`src/rtl/cfgspi_pkg.sv`:
```
package cfgspi_pkg;

  localparam logic [7:0] OP_WREN  = 8'h06;
  localparam logic [7:0] OP_RDCFG = 8'hB5;
  localparam logic [7:0] OP_WRCFG = 8'hB1;
  localparam logic [7:0] OP_CLRF  = 8'h50;

  typedef enum logic [2:0] {
    PH_IDLE,
    PH_CMD,
    PH_READ,
    PH_WRITE,
    PH_SKIP
  } phase_t;

endpackage

```
`src/rtl/cfgspi_sync.sv`:
```
module cfgspi_sync #(
  parameter int              W       = 3,
  parameter int              STAGES  = 2,
  parameter logic [W-1:0]    RST_VAL = '0
) (
  input  logic         clk,
  input  logic         rst_n,
  input  logic [W-1:0] d,
  output logic [W-1:0] q,
  output logic         rst_sync_n
);

  logic [STAGES-1:0][W-1:0] stg_q;
  logic [1:0]               rs_q;

  always_ff @(posedge clk or negedge rst_n) begin
    if (!rst_n) begin
      stg_q <= {STAGES{RST_VAL}};
    end else begin
      for (int s = STAGES - 1; s > 0; s--) stg_q[s] <= stg_q[s-1];
      stg_q[0] <= d;
    end
  end

  always_ff @(posedge clk or negedge rst_n) begin
    if (!rst_n) rs_q <= 2'b00;
    else        rs_q <= {rs_q[0], 1'b1};
  end

  assign q          = stg_q[STAGES-1];
  assign rst_sync_n = rs_q[1];

endmodule

```
`src/rtl/cfgspi_frame.sv`:
```
module cfgspi_frame
  import cfgspi_pkg::*;
#(
  parameter int DW = 16
) (
  input  logic          clk,
  input  logic          rst_n,
  input  logic          sck_s,
  input  logic          cs_s,
  input  logic          mosi_s,
  input  logic [DW-1:0] cfg_i,
  input  logic          busy_i,
  input  logic          wel_i,
  output logic          wren_o,
  output logic          clrf_o,
  output logic          commit_o,
  output logic          reject_o,
  output logic [DW-1:0] wdata_o,
  output logic          miso_o,
  output logic          oe_o
);

  localparam int CNTW = $clog2(DW + 2);
  localparam int POSW = $clog2(DW);
  localparam int NB   = DW / 8;

  phase_t          ph_q, ph_d;
  logic [CNTW-1:0] cnt_q, cnt_d;
  logic [DW-1:0]   sh_q, sh_d;
  logic [POSW-1:0] pos_q, pos_d;
  logic            miso_q, miso_d;
  logic            oe_q, oe_d;
  logic            sck_p, cs_p;

  logic            sck_rise, sck_fall, cs_fall, cs_rise;
  logic [7:0]      opcode;
  logic [POSW-1:0] idx;

  assign sck_rise = sck_s & ~sck_p & ~cs_s;
  assign sck_fall = ~sck_s & sck_p & ~cs_s;
  assign cs_fall  = ~cs_s & cs_p;
  assign cs_rise  = cs_s & ~cs_p;
  assign opcode   = {sh_q[6:0], mosi_s};
  // byte index kept, bit within byte mirrored: low byte first, MSB first
  assign idx      = {pos_q[POSW-1:3], ~pos_q[2:0]};

  for (genvar b = 0; b < NB; b++) begin : g_reorder
    assign wdata_o[8*b +: 8] = sh_q[DW-1-8*b -: 8];
  end

  always_comb begin
    ph_d     = ph_q;
    cnt_d    = cnt_q;
    sh_d     = sh_q;
    pos_d    = pos_q;
    miso_d   = miso_q;
    oe_d     = oe_q;
    wren_o   = 1'b0;
    clrf_o   = 1'b0;
    commit_o = 1'b0;
    reject_o = 1'b0;
    if (cs_fall) begin
      ph_d  = PH_CMD;
      cnt_d = '0;
      oe_d  = 1'b0;
    end else if (cs_rise) begin
      ph_d = PH_IDLE;
      oe_d = 1'b0;
      if (ph_q == PH_WRITE && !busy_i) begin
        if (wel_i && cnt_q == CNTW'(DW)) commit_o = 1'b1;
        else                             reject_o = 1'b1;
      end
    end else if (sck_rise) begin
      unique case (ph_q)
        PH_CMD: begin
          sh_d  = {sh_q[DW-2:0], mosi_s};
          cnt_d = cnt_q + 1'b1;
          if (cnt_q == CNTW'(7)) begin
            cnt_d = '0;
            unique case (opcode)
              OP_WREN:  begin wren_o = 1'b1; ph_d = PH_SKIP; end
              OP_RDCFG: begin ph_d = PH_READ; pos_d = '0; end
              OP_WRCFG: ph_d = PH_WRITE;
              OP_CLRF:  begin clrf_o = 1'b1; ph_d = PH_SKIP; end
              default:  ph_d = PH_SKIP;
            endcase
          end
        end
        PH_WRITE: begin
          sh_d = {sh_q[DW-2:0], mosi_s};
          if (cnt_q != CNTW'(DW + 1)) cnt_d = cnt_q + 1'b1;
        end
        default: ;
      endcase
    end else if (sck_fall && ph_q == PH_READ) begin
      miso_d = cfg_i[idx];
      pos_d  = pos_q + 1'b1;
      oe_d   = 1'b1;
    end
  end

  always_ff @(posedge clk or negedge rst_n) begin
    if (!rst_n) begin
      ph_q   <= PH_IDLE;
      cnt_q  <= '0;
      sh_q   <= '0;
      pos_q  <= '0;
      miso_q <= 1'b0;
      oe_q   <= 1'b0;
      sck_p  <= 1'b0;
      cs_p   <= 1'b1;
    end else begin
      ph_q   <= ph_d;
      cnt_q  <= cnt_d;
      sh_q   <= sh_d;
      pos_q  <= pos_d;
      miso_q <= miso_d;
      oe_q   <= oe_d;
      sck_p  <= sck_s;
      cs_p   <= cs_s;
    end
  end

  assign miso_o = miso_q;
  assign oe_o   = oe_q;

  assert_hiz_opcode_R5: assert property (@(posedge clk) disable iff (!rst_n)
    (ph_q == PH_CMD) |-> !oe_q);
  assert_hiz_deselect_R5: assert property (@(posedge clk) disable iff (!rst_n)
    (cs_s && cs_p) |-> !oe_q);
  assert_single_cmd_R2: assert property (@(posedge clk) disable iff (!rst_n)
    $onehot0({wren_o, clrf_o, commit_o, reject_o}));

endmodule

```
`src/rtl/cfgspi_prog.sv`:
```
module cfgspi_prog #(
  parameter int          DW          = 16,
  parameter int          PROG_CYCLES = 64,
  parameter logic [15:0] CFG_RESET   = 16'hFFFF
) (
  input  logic          clk,
  input  logic          rst_n,
  input  logic          wren_i,
  input  logic          clrf_i,
  input  logic          commit_i,
  input  logic          reject_i,
  input  logic [DW-1:0] wdata_i,
  output logic [DW-1:0] cfg_o,
  output logic          busy_o,
  output logic          wel_o,
  output logic          err_o
);

  localparam int BW = $clog2(PROG_CYCLES + 1);

  logic [DW-1:0] cfg_q, cfg_d, pend_q, pend_d;
  logic [BW-1:0] cnt_q, cnt_d;
  logic          busy_q, busy_d, wel_q, wel_d, err_q, err_d;

  always_comb begin
    cfg_d  = cfg_q;
    pend_d = pend_q;
    cnt_d  = cnt_q;
    busy_d = busy_q;
    wel_d  = wel_q;
    err_d  = err_q;
    if (!busy_q) begin
      if (wren_i) wel_d = 1'b1;
      if (commit_i) begin
        busy_d = 1'b1;
        cnt_d  = BW'(PROG_CYCLES - 1);
        pend_d = wdata_i;
      end
    end else if (cnt_q == '0) begin
      busy_d = 1'b0;
      cfg_d  = pend_q;
      wel_d  = 1'b0;
    end else begin
      cnt_d = cnt_q - 1'b1;
    end
    if (reject_i)    err_d = 1'b1;
    else if (clrf_i) err_d = 1'b0;
  end

  always_ff @(posedge clk or negedge rst_n) begin
    if (!rst_n) begin
      cfg_q  <= DW'(CFG_RESET);
      pend_q <= '0;
      cnt_q  <= '0;
      busy_q <= 1'b0;
      wel_q  <= 1'b0;
      err_q  <= 1'b0;
    end else begin
      cfg_q  <= cfg_d;
      pend_q <= pend_d;
      cnt_q  <= cnt_d;
      busy_q <= busy_d;
      wel_q  <= wel_d;
      err_q  <= err_d;
    end
  end

  assign cfg_o  = cfg_q;
  assign busy_o = busy_q;
  assign wel_o  = wel_q;
  assign err_o  = err_q;

  assert_commit_gated_R6: assert property (@(posedge clk) disable iff (!rst_n)
    commit_i |-> (wel_q && !busy_q));
  assert_no_overflow_R8: assert property (@(posedge clk) disable iff (!rst_n)
    busy_q |-> (cnt_q <= BW'(PROG_CYCLES - 1)));
  assert_word_hold_R8: assert property (@(posedge clk) disable iff (!rst_n)
    !$fell(busy_q) |-> $stable(cfg_q));
  assert_latch_drop_R8: assert property (@(posedge clk) disable iff (!rst_n)
    $fell(busy_q) |-> !wel_q);
  assert_busy_quiet_R9: assert property (@(posedge clk) disable iff (!rst_n)
    (busy_q && $past(busy_q)) |-> !$rose(wel_q));

endmodule

```
`src/rtl/nvcfg_spi_slave.sv`:
```
module nvcfg_spi_slave #(
  parameter int          DW          = 16,
  parameter int          PROG_CYCLES = 64,
  parameter logic [15:0] CFG_RESET   = 16'hFFFF
) (
  input  logic          clk,
  input  logic          rst_n,
  input  logic          sck,
  input  logic          cs_n,
  input  logic          mosi,
  output logic          miso,
  output logic          miso_oe,
  output logic [DW-1:0] cfg_value,
  output logic          busy,
  output logic          wel,
  output logic          err_flag
);

  logic [2:0]    pins_s;
  logic          rst_i_n;
  logic          wren, clrf, commit, reject;
  logic [DW-1:0] wdata;

  cfgspi_sync #(.W(3), .STAGES(2), .RST_VAL(3'b100)) u_sync (
    .clk        (clk),
    .rst_n      (rst_n),
    .d          ({cs_n, sck, mosi}),
    .q          (pins_s),
    .rst_sync_n (rst_i_n)
  );

  cfgspi_frame #(.DW(DW)) u_frame (
    .clk      (clk),
    .rst_n    (rst_i_n),
    .sck_s    (pins_s[1]),
    .cs_s     (pins_s[2]),
    .mosi_s   (pins_s[0]),
    .cfg_i    (cfg_value),
    .busy_i   (busy),
    .wel_i    (wel),
    .wren_o   (wren),
    .clrf_o   (clrf),
    .commit_o (commit),
    .reject_o (reject),
    .wdata_o  (wdata),
    .miso_o   (miso),
    .oe_o     (miso_oe)
  );

  cfgspi_prog #(.DW(DW), .PROG_CYCLES(PROG_CYCLES), .CFG_RESET(CFG_RESET)) u_prog (
    .clk      (clk),
    .rst_n    (rst_i_n),
    .wren_i   (wren),
    .clrf_i   (clrf),
    .commit_i (commit),
    .reject_i (reject),
    .wdata_i  (wdata),
    .cfg_o    (cfg_value),
    .busy_o   (busy),
    .wel_o    (wel),
    .err_o    (err_flag)
  );

endmodule

```
`config.mk`:
```
export PLATFORM = sky130hd
export DESIGN_NAME = nvcfg_spi_slave
export DESIGN_NICKNAME = d
export VERILOG_FILES = /design/src/rtl/cfgspi_pkg.sv /design/src/rtl/cfgspi_sync.sv /design/src/rtl/cfgspi_frame.sv /design/src/rtl/cfgspi_prog.sv /design/src/rtl/nvcfg_spi_slave.sv
export SDC_FILE = /design/constraint.sdc
export NUM_CORES = 1
export LEC_CHECK = 0
export CAP_MARGIN = 5
export CORE_ASPECT_RATIO = 1.2
export CORE_MARGIN = 2
export CORE_UTILIZATION = 63
export DETAILED_ROUTE_END_ITERATION = 8
export PLACE_DENSITY = 0.85
export SKIP_CTS_REPAIR_TIMING = 1
export SYNTH_ARGS = -nofsm -noshare
export SYNTH_HDL_FRONTEND = slang
export SYNTH_SLANG_ARGS = --single-unit
export TNS_END_PERCENT = 30
```
`constraint.sdc`:
```
create_clock -name clk -period 3.6 [get_ports clk]
set_input_delay 0.54 -clock clk [delete_from_list [all_inputs] [get_ports clk]]
set_output_delay 0.54 -clock clk [all_outputs]
set_load 0.005 [all_outputs]
```
Word level (Yosys, flattened, before mapping) --
Cells that the tools add are included.
Operators by class: add/sub/neg operators 3, order comparisons 1, eq/ne operators 18, mux-type cells 54, bitwise logic cells 15, reduce and logical (&&, ||, !) cells 26
Operators with widths (number):
- 2-to-1 mux 1 bit | 33
- 2-to-1 mux 5 bit | 5
- 2-to-1 mux 7 bit | 3
- 2-to-1 mux 4 bit | 5
- equality test 8 bit, second input constant | 2
- 2-to-1 mux 3 bit | 5
- nonzero test 3 bit | 5
- AND reduction 4 bit | 3
- != test 2 bit, second input constant | 5
- one-hot mux 5 bit (2 select lines) | 1
- AND reduction 2 bit | 5
- nonzero test 2 bit | 5
- equality test 8 x 3 -> 1 bit, second input constant | 1
- equality test 8 x 7 -> 1 bit, second input constant | 1
- NOT 1 bit | 8
- logical NOT 7 bit | 1
- subtractor 7 x 1 -> 7 bit, second input constant | 1
- bitwise AND 1 bit | 6
- equality test 3 x 2 -> 1 bit, second input constant | 2
- one-hot mux 3 bit (2 select lines) | 1
- AND reduction 6 bit | 1
- adder 5 x 1 -> 5 bit, second input constant | 1
- equality test 5 x 3 -> 1 bit, second input constant | 1
- equality test 5 bit, second input constant | 1
- other kinds (13) | 15
Word-level totals: flip-flop bits (word level) 82, logic and storage cells 134

Depth between registers and ports, before layout --
Gate-level depths: netlist of run 1.
depth after elaboration 9, gate-level depth with buffers 7, gate-level depth less buffers 6

Hierarchy --
From an unflattened synthesis of run 1, not the netlist that was laid out.
Second synthesis, totals: cells, all modules 323, area total of the unflattened synthesis 3747.3 µm²
Modules (own cells, without submodules):
- cfgspi_frame | instances 1, cells each 158, area an instance 1766.7 µm², sequential area each 802.0 µm²
- cfgspi_prog | instances 1, cells each 153, area an instance 1751.7 µm², sequential area each 1071.0 µm²
- cfgspi_sync | instances 1, cells each 12, area an instance 229.0 µm², sequential area each 202.7 µm²

Worst setup path before layout of run 1 --
OpenSTA, ideal clock, no wires.
kind reg-to-reg, start point register u_sync.stg_q, in the netlist u_sync.q[2], end point register u_prog.pend_q[0], setup time 0.128 ns, arrival time 2.040 ns, data required time 3.472 ns, setup slack 1.432 ns, stages on the path, launching flop included 7, path buffers 1, clock period less this slack 2.168 ns, path through dfstp_2 -> inv_1 -> ha_1 -> or3b_1 -> nor4_4 -> buf_2 -> mux2_1
On the way: word-level cells in the longest chain between the ends 4
RTL lines:
- start, declared | line cfgspi_sync.sv:13 | logic [STAGES-1:0][W-1:0] stg_q;
- start signal, assigned | line cfgspi_sync.sv:18 | stg_q <= {STAGES{RST_VAL}};
- bitwise AND 1 bit or NOT 1 bit (tied branches) | line cfgspi_frame.sv:42, cfgspi_frame.sv:41
- 2-to-1 mux 1 bit or bitwise AND 1 bit (tied branches) | line cfgspi_frame.sv:66, cfgspi_frame.sv:41
- 2-to-1 mux 1 bit (*) | line cfgspi_frame.sv:62 | if (cs_fall) begin
- AND reduction 2 bit (no line) (*)
- end signal, assigned | line cfgspi_prog.sv:60 | pend_q <= pend_d;
- end, declared | line cfgspi_prog.sv:21 | logic [DW-1:0] cfg_q, cfg_d, pend_q, pend_d;
Every way passes the cells marked *; elsewhere a longest branch is shown, timed or not. A chain may end at the register's enable or synchronous reset.

Worst setup path in the final report of run 1 --
start point register u_sync.stg_q, in the netlist u_sync.q[2], end point register u_prog.pend_q[15]
The elaborated chain is that of the path after synthesis.

==> impl_metrics.csv, run 1 <==
group,metric,value,unit
global_routing,grt-ovfl-total,0,
cts,clk_latency,0.36,ns
synth,synth_top_cell_by_area,"dfrtp_1",
layout,drive_gt1_frac,0.2340,
cts,cts_root_buf,"clkbuf_8",
synth,synth_warnings,0,
run_status,status,"complete, no violations",
power,vdd_ir_drop_max,0.3245,mV
layout,seqCellArea,0.002077,mm²
synth,mappedNetlistNets,291,
sta,relSlewSlack,0.4623,
synth,syn_area,0.003675,mm²
cts,path_clk_slew,0.09,ns
routing,drtIter0Drc,150,
power,p_switching,0.4050,mW
synth,async_reset_ff_frac,1.000,
power,clkPwrFrac,0.359,
global_routing,grt_pass1_wl,11.51,mm
synth,ys.flop_type,"dfrtp_1",
placed_design,dp.cells,360,
layout,fin_nets,320,
synth,synth.most_common_cell,"dfrtp_1",
power,switching_share,0.2484,
sta,worst_pin_slew,0.8045,ns
routing,wl,6.745,mm
layout,diodes,0,
run,max-cap-violations,0,
synth,ys_top_cells_by_area,"dfrtp_1 43%, dfstp_2 14%, mux2_1 8.3%",
sta,timing.fmax,431.3,MHz
placed_design,dp_hpwl,4.638,mm
power,combPwrFrac,0.046,
sta,fin_crit_sh,0.6441,
floorplan,start_util,0.6527,
sta,slew_viol_final,0,
synth,yosys-top-cells-count,"63 x dfrtp_1, 27 x mux2_1, 25 x mux2_2",
layout,fillers,364,
power,seq_power_share,0.595,
global_routing,grt_pass1_vias,2268,
cts,htreeDepth,3,
placed_design,place_congestion,0.8953,
power,p_total,1.630,mW
cts,cts_sinks,82,
power,power.internal,1.225,mW
routing,drt_first_pass_iters,4,
placed_design,pre_cts_ws,1.304,ns
routing,antenna_left,0,
synth,ys_seq_area_frac,0.5649,
sta,setup_viol,0,
global_routing,grtUsageTotal,0.2395,
global_routing,grt_max_degree,36,
synth,yosysTopAreaCellShare,0.4290,
worst_setup_path,criticalPathCategory,"flip-flop to flip-flop",
power,p_leak,1.887,nW
power,power.density,392.7,mW/mm²
floorplan,die_h,87.67,µm
routing,drc,0,
worst_setup_path,rrSetupSlack,1.28,ns
synth,synth_edf_count,0,
placed_design,port-buffer-count,25,
layout,final_area,0.004151,mm²
worst_setup_path,crit_path_start_kind,"flip-flop",
routing,num_vias,2375,
floorplan,io_pins,26,
layout,areaGrowthSynthToFinish,12.97,%
sta,fin_skew,0.01194,ns
layout,multiInputGateArea,0.001513,mm²
synth,postSynthAreaPerCell,13.22,µm²
layout,instances_no_fill,376,
cts,cts_tree,"built",
sta,rsz0062_at_grt,"false",
worst_hold_path,hp-class,"flip-flop to asynchronous set/reset pin",
worst_setup_path,critPathCaptureType,"flip-flop",
synth,synth_seq_cells,82,
routing,via_per_inst,6.316,
cts,numCtsBuffers,9,
floorplan,rows,30,
global_routing,antenna_found_initial,0,
synth,synthCells,278,
worst_setup_path,crit_arrival,2.56,ns
floorplan,die_w,73.72,µm
sta,finalCriticalPeriod,2.319,ns
floorplan,core_area,0.005630,mm²
synth,yosysUniqueCellTypes,57,
sta,setup-tns-final,0,ns
sta,worst_slack,1.281,ns
cts,clock_path_buffers,2,
worst_setup_path,required,3.84,ns
worst_setup_path,cp_max_fo,23,
sta,hold_violations,0,
routing,wl_per_cell,17.94,µm
placed_design,placed_cell_area,0.003980,mm²
floorplan,dieArea,0.006463,mm²
[per-layer routing]
metal | share of wire | routed length, µm | GRT usage | vias to the layer above
met5 | 0 | 0 | 0 | -
met4 | 0.013 | 87 | 0.07769 | 0
met1 | 0.46 | 3070 | 0.3380 | 1220
li1 | - | - | - | 1073
met3 | 0.051 | 345 | 0.06559 | 10
met2 | 0.48 | 3242 | 0.3636 | 72
[power by group through the flow]
stage,sequential [mW],combinational (mW),clock (mW)
3_5_place_dp,0.988,0.0740,0
5_1_grt,0.975,0.0845,0.635
2_1_floorplan,0.987,0.0438,0
4_1_cts,0.970,0.0756,0.595
3_3_place_gp,0.986,0.0724,0
6_report,0.971,0.0748,0.585
[area by class of cell]
cell class / instances / area share
Tap cell: 64 / 0.01929
Sequential cell: 82 / 0.5003
Clock inverter: 6 / 0.01055
Timing Repair Buffer: 28 / 0.06570
Multi-Input combinational cell: 176 / 0.3644
Clock buffer: 10 / 0.03074
Inverter: 10 / 0.009042
[final timing paths]
kind / startpoint / end / cells after the start
min in group clk: u_sync.stg_q[0] / u_sync.q[0] / 0
max reg2reg: u_sync.q[2] / u_prog.pend_q[15] / 6
max: u_sync.q[2] / u_prog.pend_q[15] / 6
min: u_sync.rs_q[1] / u_frame.ph_q[2] / 0
min reg2reg: u_sync.rs_q[1] / u_frame.ph_q[2] / 0
max in group asynchronous: u_sync.rs_q[1] / u_prog.cfg_o[3] / 1
[cells by family (layout without fill, tap and decap cells)]
group,Yosys count,after routing,share of synthesized area
adders and majority gates,8,8,0.02724
xor gates and xnor gates,1,1,0.002384
buffers and inverters,20,54,0.02349
and+or+nand+nor,67,67,0.1110
AOI/OAI and AO/OA,40,40,0.08478
DFF,82,82,0.5649
muxes,59,59,0.1852
other,1,1,0.001020
[per-stage QoR]
step | util | hold slack [ns]
6_report | 0.7373 | 0.2129
5_1_grt | 0.7373 | 0.2711
4_1_cts | 0.7373 | 0.2349
3_5_place_dp | 0.7069 | 0.2296
3_3_place_gp | 0.7069 | 0.2295
2_1_floorplan | - | 0.2444
[sequential cells by signal, indices dropped and copies added (netlist names)]
name / cells
u_prog.busy_o: 1
u_prog.pend_q: 16
u_frame.sck_p: 1
u_prog.wel_o: 1
u_sync.stg_q: 3
u_frame.sh_q: 16
u_sync.q: 3
u_frame.miso_o: 1
u_prog.cnt_q: 7
u_sync.rs_q: 2
u_prog.cfg_o: 16
u_prog.err_o: 1
u_frame.pos_q: 4
u_frame.oe_o: 1
u_frame.cnt_q: 5
u_frame.ph_q: 3
u_frame.cs_p: 1
[cell usage in the layout, fill, tap and decap left out, types with 4 or more instances in the layout]
master	n
o21ai_0	4
nor3_1	4
ha_1	8
a21oi_1	7
clkinvlp_4	4
clkdlybuf4s50_1	25
mux2_1	27
nand2_1	11
mux2i_1	5
mux2_2	25
dfrtp_1	62
clkbuf_8	9
inv_1	10
dfstp_2	19
or3b_1	4
a31oi_1	4
nor4_1	4
nor2_1	12
[critical path, cell delays in order (launching register included)]
cell and delay (ns):
dfstp_2 0.57, inv_1 0.05, ha_1 0.24, or3b_1 0.46, nor4_4 0.16, buf_4 0.34
mux2_2 0.38
Note: power is estimated with default switching activity, not from simulation.
==> run 2: changes to the inputs <==
--- a/config.mk
+++ b/config.mk
@@ -8,9 +8,9 @@
 export CAP_MARGIN = 5
 export CORE_ASPECT_RATIO = 1.2
 export CORE_MARGIN = 2
-export CORE_UTILIZATION = 63
+export CORE_UTILIZATION = 58
 export DETAILED_ROUTE_END_ITERATION = 8
-export PLACE_DENSITY = 0.85
+export PLACE_DENSITY = 0.79
 export SKIP_CTS_REPAIR_TIMING = 1
 export SYNTH_ARGS = -nofsm -noshare
 export SYNTH_HDL_FRONTEND = slang
==> constraint.sdc (replaced) <==
create_clock -name clk -period 2.25 [get_ports clk]
set_input_delay 0.3375 -clock clk [delete_from_list [all_inputs] [get_ports clk]]
set_output_delay 0.3375 -clock clk [all_outputs]
set_load 0.005 [all_outputs]
==> run 2 against run 1 <==
Net effect: non-clock buffer count is 7 higher; worst hold slack improved by 0.028 ns; setup slack worse by 1.2 ns; core utilization shrank 3.9 points; critical path depth did not move; cell count rose by 6.6%; critical endpoint is now u_prog.pend_q[2].
==> impl_metrics.csv, run 2 (synthesized netlist as in run 1, its figures left out) <==
group,metric,value,unit
run_status,status,"complete, no violations",
sta,worst_slack,0.1288,ns
worst_setup_path,cp_cell_sequence,"inv_1 > ha_1 > or3b_1 > nor4_4 > buf_12 > mux2_1",
layout,layout_common_cells,"62 x dfrtp_1, 27 x mux2_1, 25 x mux2_2, 25 x clkdlybuf4s50_1, 19 x dfstp_2",
sta,setup_viol,0,
worst_setup_path,rrSetupSlack,0.13,ns
global_routing,antenna_found_initial,0,
worst_setup_path,critPathCaptureType,"flip-flop",
power,power.density,615.9,mW/mm²
layout,final_common_cell,"dfrtp_1",
worst_setup_path,cp_top_family,"simple AND/OR/NAND/NOR gates",
layout,final_area,0.004250,mm²
floorplan,die_h,91.20,µm
sta,finalCriticalPeriod,2.121,ns
routing,num_vias,2282,
worst_setup_path,slowest_delay,0.57,ns
layout,fin_nets,327,
global_routing,grtUsageTotal,0.2146,
sta,rsz0062_at_grt,"false",
floorplan,rows,31,
worst_setup_path,required,2.49,ns
routing,drtIter0Drc,154,
sta,relSlewSlack,0.4721,
layout,diodes,0,
worst_setup_path,crit_end,"u_prog.pend_q[2]",
placed_design,dp.cells,385,
layout,instances_no_fill,401,
run,max-cap-violations,0,
routing,drc,0,
global_routing,grt_pass1_wl,11.69,mm
worst_setup_path,reg2reg_from,"u_sync.q[2]",
cts,cts_tree,"built",
sta,fin_crit_sh,0.9428,
floorplan,die_w,76.66,µm
layout,post-route-util,0.6980,
placed_design,place_congestion,0.7917,
global_routing,grt-ovfl-total,0,
sta,fin_skew,0.009005,ns
layout,drive_gt1_frac,0.2508,
cts,numCtsBuffers,9,
cts,clock_path_buffers,2,
worst_setup_path,reg2reg_to,"u_prog.pend_q[2]",
worst_hold_path,hp-class,"input pin to asynchronous set/reset pin",
worst_setup_path,crit_arrival,2.37,ns
floorplan,dieArea,0.006991,mm²
cts,cts_root_buf,"clkbuf_8",
cts,cts_sinks,82,
global_routing,grt_max_degree,36,
power,vdd_ir_drop_max,0.5117,mV
global_routing,grt_pass1_vias,2360,
power,p_leak,1.935,nW
sta,timing.fmax,471.4,MHz
sta,setup-tns-final,0,ns
cts,path_clk_slew,0.08,ns
worst_setup_path,critPathBufInv,2,
cts,htreeDepth,3,
worst_setup_path,crit_start,"u_sync.q[2]",
floorplan,core_area,0.006090,mm²
placed_design,placed_cell_area,0.004080,mm²
routing,drt_first_pass_iters,4,
routing,wl,6.756,mm
worst_setup_path,reg2regPathDepth,6,
sta,slew_viol_final,0,
layout,areaGrowthSynthToFinish,15.66,%
placed_design,port-buffer-count,25,
cts,clk_latency,0.36,ns
routing,wl_per_cell,16.85,µm
routing,via_per_inst,5.691,
routing,antenna_left,0,
floorplan,io_pins,26,
worst_setup_path,cp_slowest_cell,"dfstp_2",
worst_setup_path,cp_max_fo,23,
placed_design,pre_cts_ws,0.1233,ns
floorplan,start_util,0.6035,
worst_setup_path,criticalPathCategory,"flip-flop to flip-flop",
sta,worst_pin_slew,0.7918,ns
worst_setup_path,path_depth,6,
sta,hold_violations,0,
worst_setup_path,crit_path_start_kind,"flip-flop",
placed_design,dp_hpwl,4.629,mm
-- run 2: cell types whose count changed in the layout (fill, tap and decap cells not counted), sizes merged --
| cell | delta |
|---|---|
| buf | +7 |
| inv | +1 |
| clkinvlp | -2 |
| clkinv | +1 |
-- run 2: layout make-up --
class	count	area, µm²
sequential	82	2077
fill	442	1839
multi-input combinational	176	1513
timing repair buffer	35	350.3
clock buffer	10	127.6
tap	82	102.6
clock inverter	6	42.54
inverter	10	37.54
-- run 2: how the worst min path moves through the flow --
stage                         start               to  slack, ns  cells after the start
floorplan                     rst_n      u_sync.q[0]       0.04                      0
global route                  rst_n  u_sync.stg_q[1]       0.27                      1
finish                        rst_n  u_sync.stg_q[1]       0.24                      1
global placement    u_sync.stg_q[1]      u_sync.q[1]       0.33                      0
detailed placement  u_sync.stg_q[0]      u_sync.q[0]       0.33                      0
CTS                           rst_n  u_sync.stg_q[1]       0.24                      1
-- run 2: power breakdown --
| part | switching [mW] | internal [mW] |
|---|---|---|
| logic | 0.0642 | 0.0577 |
| registers | 0.0453 | 1.51 |
| clock network | 0.538 | 0.402 |
| total | 0.648 | 1.97 |
-- run 2: worst reg2reg max path: stages (launching register included) --
cell and delay, ns:
dfstp_2 0.57, inv_1 0.05, ha_1 0.19, or3b_1 0.44
nor4_4 0.20, buf_12 0.22, mux2_1 0.36
-- run 2: routing by layer --
layer / part of all wire / vias to the layer above / track usage
met3: 0.048 / 11 / 0.03976
li1: - / 1086 / -
met4: 0.018 / 0 / 0.1045
met1: 0.47 / 1137 / 0.3116
met5: 0 / - / 0
met2: 0.46 / 48 / 0.3114
-- run 2: metrics by stage --
stage,power (mW),hold slack (ns)
3_3_place_gp,1.703,0.3325
6_report,2.618,0.2410
5_1_grt,2.731,0.2676
3_5_place_dp,1.707,0.3347
4_1_cts,2.637,0.2386
2_1_floorplan,1.649,0.04191
==> run 3: changes to the inputs <==
--- a/config.mk
+++ b/config.mk
@@ -15,4 +15,4 @@
 export SYNTH_ARGS = -nofsm -noshare
 export SYNTH_HDL_FRONTEND = slang
 export SYNTH_SLANG_ARGS = --single-unit
-export TNS_END_PERCENT = 30
+export TNS_END_PERCENT = 20
==> results of run 3 <==
Final layout, timing and power as in run 2 (identical DEF).
